## src/rtl/dwin_sched_pkg.sv

```systemverilog
package dwin_sched_pkg;
   localparam int unsigned DW_WIN_W    = 10;
   localparam int unsigned DW_PER_W    = 16;
   localparam int unsigned DW_N_STAGES = 6;
   localparam int unsigned DW_POT_WIN  = 100;
   // entry 0 in the low bits; values in 100 us ticks
   localparam logic [DW_N_STAGES*DW_WIN_W-1:0] DW_DEF_TABLE =
      {10'd356, 10'd282, 10'd230, 10'd183, 10'd133, 10'd103};

   function automatic int unsigned idx_width(input int unsigned n);
      return (n <= 2) ? 1 : $clog2(n);
   endfunction
endpackage

```

## src/rtl/dwin_stage_timer.sv

```systemverilog
module dwin_stage_timer #(
   parameter int unsigned CW = 17
) (
   input  logic          clk,
   input  logic          rst_n,
   input  logic          clr,
   input  logic          en,
   input  logic          tick,
   input  logic [CW-1:0] limit,
   output logic          adv
);
   logic [CW-1:0] cnt_q;

   assign adv = en & tick & (cnt_q == (limit - 1'b1));

   always_ff @(posedge clk or negedge rst_n) begin
      if (!rst_n)        cnt_q <= '0;
      else if (clr)      cnt_q <= '0;
      else if (adv)      cnt_q <= '0;
      else if (en & tick) cnt_q <= cnt_q + 1'b1;
   end
endmodule

```

## src/rtl/dwin_table.sv

```systemverilog
module dwin_table #(
   parameter int unsigned N     = 6,
   parameter int unsigned WW    = 10,
   parameter int unsigned IW    = 3,
   parameter logic [N*WW-1:0] DEF = '0
) (
   input  logic          clk,
   input  logic          rst_n,
   input  logic          lock,
   input  logic          wr_en,
   input  logic [IW-1:0] wr_idx,
   input  logic [WW-1:0] wr_val,
   input  logic [IW-1:0] rd_idx,
   output logic [WW-1:0] rd_val
);
   logic [WW-1:0] ent [N];

   for (genvar i = 0; i < N; i++) begin : g_ent
      always_ff @(posedge clk or negedge rst_n) begin
         if (!rst_n)
            ent[i] <= DEF[i*WW +: WW];
         else if (wr_en && !lock && (wr_idx == IW'(i)))
            ent[i] <= wr_val;
      end
   end

   always_comb begin
      rd_val = ent[0];
      for (int i = 1; i < N; i++)
         if (rd_idx == IW'(i)) rd_val = ent[i];
   end
endmodule

```

## src/rtl/dep_window_sched.sv

```systemverilog
module dep_window_sched
   import dwin_sched_pkg::*;
#(
   parameter int unsigned N_STAGES     = DW_N_STAGES,
   parameter int unsigned WIN_W        = DW_WIN_W,
   parameter int unsigned PER_W        = DW_PER_W,
   parameter int unsigned POT_WIN      = DW_POT_WIN,
   parameter bit          FIRST_DOUBLE = 1'b1,
   parameter logic [N_STAGES*WIN_W-1:0] DEF_WIN = DW_DEF_TABLE,
   localparam int unsigned IDX_W       = idx_width(N_STAGES)
) (
   input  logic             clk,
   input  logic             rst_n,
   input  logic             tick,
   input  logic             start,
   input  logic             clr,
   input  logic [PER_W-1:0] period_in,
   input  logic             wr_en,
   input  logic [IDX_W-1:0] wr_idx,
   input  logic [WIN_W-1:0] wr_val,
   output logic [WIN_W-1:0] win_dep,
   output logic [WIN_W-1:0] win_pot,
   output logic [IDX_W-1:0] stage,
   output logic             done
);
   localparam logic [IDX_W-1:0] LAST = IDX_W'(N_STAGES - 1);

   if (N_STAGES < 2) begin : g_chk_n
      $error("N_STAGES must be at least 2");
   end
   if (PER_W < 1 || WIN_W < 2) begin : g_chk_w
      $error("PER_W and WIN_W too small");
   end
   if (POT_WIN >= (1 << WIN_W)) begin : g_chk_pot
      $error("POT_WIN does not fit in WIN_W");
   end
   if (DEF_WIN[WIN_W-1:0] <= POT_WIN) begin : g_chk_first
      $error("first window must exceed potentiation window");
   end
   for (genvar i = 1; i < N_STAGES; i++) begin : g_chk_mono
      if (DEF_WIN[i*WIN_W +: WIN_W] <= DEF_WIN[(i-1)*WIN_W +: WIN_W]) begin : g_bad
         $error("default windows must increase");
      end
   end

   logic             running_q;
   logic [PER_W-1:0] per_q;
   logic [IDX_W-1:0] stage_q;
   logic             last;
   logic             cnt_en;
   logic             adv;
   logic [PER_W:0]   limit;

   assign last   = (stage_q == LAST);
   assign cnt_en = running_q & ~last;

   if (FIRST_DOUBLE) begin : g_first_dbl
      assign limit = (stage_q == '0) ? {per_q, 1'b0} : {1'b0, per_q};
   end else begin : g_first_eq
      assign limit = {1'b0, per_q};
   end

   always_ff @(posedge clk or negedge rst_n) begin
      if (!rst_n) begin
         running_q <= 1'b0;
         per_q     <= PER_W'(1);
         stage_q   <= '0;
      end else if (clr) begin
         running_q <= 1'b0;
         stage_q   <= '0;
      end else begin
         if (start && !running_q) begin
            running_q <= 1'b1;
            per_q     <= (period_in == '0) ? PER_W'(1) : period_in;
         end
         if (adv) stage_q <= stage_q + 1'b1;
      end
   end

   dwin_stage_timer #(.CW(PER_W + 1)) u_tmr (
      .clk   (clk),
      .rst_n (rst_n),
      .clr   (clr),
      .en    (cnt_en),
      .tick  (tick),
      .limit (limit),
      .adv   (adv)
   );

   dwin_table #(.N(N_STAGES), .WW(WIN_W), .IW(IDX_W), .DEF(DEF_WIN)) u_tab (
      .clk    (clk),
      .rst_n  (rst_n),
      .lock   (running_q),
      .wr_en  (wr_en),
      .wr_idx (wr_idx),
      .wr_val (wr_val),
      .rd_idx (stage_q),
      .rd_val (win_dep)
   );

   assign win_pot = WIN_W'(POT_WIN);
   assign stage   = stage_q;
   assign done    = last;
endmodule

```

## config.mk

```make
export PLATFORM = sky130hd
export DESIGN_NAME = dep_window_sched
export DESIGN_NICKNAME = d
export VERILOG_FILES = /design/src/rtl/dwin_sched_pkg.sv /design/src/rtl/dwin_stage_timer.sv /design/src/rtl/dwin_table.sv /design/src/rtl/dep_window_sched.sv
export SDC_FILE = /design/constraint.sdc
export NUM_CORES = 1
export LEC_CHECK = 0
export ABC_AREA = 0
export BUFFER_PORTS_ARGS = -buffer_cell sky130_fd_sc_hd__buf_4
export CAP_MARGIN = 10
export CORE_UTILIZATION = 57
export CTS_CLUSTER_SIZE = 20
export DETAILED_ROUTE_END_ITERATION = 10
export PLACE_DENSITY = 0.78
export SETUP_SLACK_MARGIN = 0.15
export SLEW_MARGIN = 20
export SYNTH_ARGS = -nofsm -noshare
export SYNTH_HDL_FRONTEND = slang
export SYNTH_SLANG_ARGS = --single-unit
export TNS_END_PERCENT = 1
```

## constraint.sdc

```tcl
create_clock -name clk -period 5 [get_ports clk]
set_input_delay 1 -clock clk [delete_from_list [all_inputs] [get_ports clk]]
set_output_delay 1 -clock clk [all_outputs]
set_load 0.05 [all_outputs]
```

==> key figures <==
Place
  – GP Congestion: between 0.8 and 0.9
  – Buffers on Ports: 48
  – Cell Area, Placed: between 0.005 and 0.006 mm²
  – Cells after DPL: slightly below 700
  – DP Wirelength: 8.964 mm

Synthesis
  – Yosys warning total: 0
  – Leading area contributor after synthesis: dfrtp_1
  – Post-Syn Area per Cell: 10.17 µm²
  – Yosys top cell area share: between 30 and 40%
  – Top FF cell, synth: dfrtp_1
  – Async SR Flop Fraction: 100.0%
  – Most area-consuming cells after synthesis: dfrtp_1, mux2_2, dfstp_2, nand2_1, nor2_1
  – Post-Synthesis Cells: 543
  – Most frequent cell after synthesis: mux2_2
  – Distinct cells, synth: between 50 and 60
  – EDFF count, synth: 0
  – Cell Area, Synth: 0.005523 mm²
  – Top cells by count, synth: mux2_2, dfrtp_1, nand2_1, nor2_1
  – Sequential share of the synthesized area: between 40 and 50%
  – Flops & latches, synth: 97

Power and ir drop
  – Peak supply drop: 259.1 µV
  – Power, Total: approximately 0.0021 W
  – PwrDens: 345.9 mW/mm²
  – P_leak: 2.526 nW

Routing
  – Wire per inst: 17.64 µm
  – Pre-antenna DRT Iters: 5
  – Initial drt markers: about 220
  – Final ANT Viol Nets: 0
  – Drt total wl: roughly 12 mm
  – Vias post-DR: 4130
  – Drt drc: 0
  – Vias per cell: approximately 5.8

Timing
  – Min Tclk post-route: around 4.4 ns
  – Unrepaired setup endpoints after global routing: no
  – Clk_skew: approximately 0.017 ns
  – Setup TNS: 0 ns
  – Final Cycle Share: 88.45%
  – Worst-Margin Slew: around 0.97 ns
  – WHS: ~0.52 ns
  – Final Hold Vio Count: 0
  – Final-report max-slew violation count: 0
  – Highest clock rate: about 0.23 GHz
  – Final setup fails: 0
  – Slew HR: 35.38%

Layout
  – Final Cell Area: 0.006100 mm²
  – Synthesis-to-layout area growth: 10.44%
  – Number of fill cells: 774
  – # diodes: 0
  – Layout cells sized above 1: 30.97%
  – Nets: just over 600
  – Finished Layout Cells: 707

Floorplanning
  – Row count: 35
  – Ports: 59
  – Chip width: 100.4 µm
  – Die area: slightly above 0.01 mm²
  – Initial core utilization: 59.21%
  – Core ar.: approximately 0.0093 mm²
  – Die Ht: 100.4 µm

Clock tree
  – Worst-path clk slew: 0.10 ns
  – Clk buf depth: 2
  – Clock Sinks: 97
  – Setup Fix Bufs, Post-CTS: 0
  – Latest clock arrival within the worst-skew pair: 0.37 ns
  – Hold-fix buffers, CTS: 0
  – TritonCTS Buffers: 9
  – PostCTS Resize Cnt: 0
  – TritonCTS clock tree: built
  – Root Driver: clkbuf_8
  – H-tree depth: 3

Worst hold path
  – Hold path depth: 1
  – Hold Crit Class: flop to flop

Worst setup path
  – CP Max Fanout: 33
  – R2R depth: 13
  – Critical path class: flop to flop
  – RR Startpoint: stage[0]
  – CP Launch Point: stage[0]
  – Endpoint class of the critical path: flop
  – Worst path arrival time: roughly 4.7 ns
  – Worst reg-to-reg setup slack: 0.58 ns
  – Startpoint types: flop
  – Worst Setup EP: u_tmr.cnt_q[15]
  – CP required: 5.25 ns
  – Reg2reg end: u_tmr.cnt_q[15]

Job
  – MaxCap Viol Count: 0

GRT
  – Top Usage Layer GRT: met2
  – Number of global-route vias before repair: 4178
  – Grt met2 use: 49.00%
  – GRT Util Overall: a little over a quarter
  – First-pass GRT wire length: 20.65 mm
  – Gr ovfl total: 0
  – Met3 GRT Util: 4.109%
  – Largest net degree at the start of global routing: 70
  – Met1 Use GR: approximately a third
  – Initial antenna violation count: 0

Outcome
  – Status: finished clean
## where the power goes
group | switching [W] | internal (W)
Clock | 0.000304 | 0.000206
Sequential | 0.000118 | 0.000968
Combinational | 0.000275 | 0.000239
Total | 0.000697 | 0.00141
## stage by stage
stage	util, %	worst slack (ns)
floorplan	-	0.4925
global placement	63.15	0.7197
detailed placement	63.15	0.4200
CTS	65.29	0.4160
global route	65.39	0.2583
finish	65.39	0.5776
## registers in the layout (all words and copies together) (netlist names)
name,cells
per_q,16
running_q,1
stage,3
u_tab.ent,60
u_tmr.cnt_q,17
## cells in the final DEF, fill, tap and decap left out, types with 12 or more instances in the layout
master   netlist  final
nand3_1       13     13
a22oi_1       22     22
nand2_1       53     53
xnor2_1       16     16
a21oi_1       29     29
dfstp_2       28     28
dfrtp_1       69     69
mux2_2        74     74
buf_4         11     51
xor2_1        19     19
o21ai_0       29     29
nor2_1        46     46
mux2i_1       12     12
## routing by layer
metal | share of wire [%] | vias up
met5 | 0 | -
met2 | 52 | 103
met3 | 3.0 | 21
met4 | 1.7 | 0
li1 | - | 1972
met1 | 43 | 2034
## worst max-delay path, stage by stage, from the launching register on
cell       delay (ns)
dfrtp_1          0.44
inv_1            0.10
ha_1             0.29
nand2b_4         0.36
mux2i_1          0.24
ha_1             0.23
or3b_2           0.50
a2111oi_1        0.66
nand4b_1         0.19
xnor2_1          0.16
nor4_1           0.32
nand4_2          0.28
o21bai_4         0.42
nor2_1           0.10
## cell families after synthesis
logic type               after synthesis  synth area share, %
buffers and inverters                 47                4.305
AO/OA/AOI/OAI                        104                11.83
flip-flops                            97                44.59
multiplexers                          86                17.26
AND/OR/NAND/NOR                      165                14.75
XOR/XNOR                              35                5.550
other                                  2               0.1360
adder cells (fa/ha/maj)                7                1.586
## final cells by class
cell class / instances / area [µm²] / share of cell area (%)
repair buffers: 51 / 382.9 / 6.277
flip-flops and latches: 97 / 2462 / 40.37
multi-input cells: 407 / 2868 / 47.02
clock inverters: 6 / 61.31 / 1.005
clock buffers: 10 / 137.6 / 2.256
inverters: 7 / 26.28 / 0.4308
well taps: 129 / 161.4 / 2.646
## worst min-delay path by stage
stage	endpoint	slack, ns	start
after floorplan	u_tab.ent[20]	0.48	u_tab.ent[20]
after global placement	u_tab.ent[23]	0.49	u_tab.ent[23]
after detailed placement	u_tab.ent[0]	0.50	u_tab.ent[0]
after CTS	u_tab.ent[0]	0.52	u_tab.ent[0]
after global routing	u_tab.ent[1]	0.53	u_tab.ent[1]
final	u_tab.ent[16]	0.52	u_tab.ent[16]
Note: power is estimated with default switching activity, not from simulation.
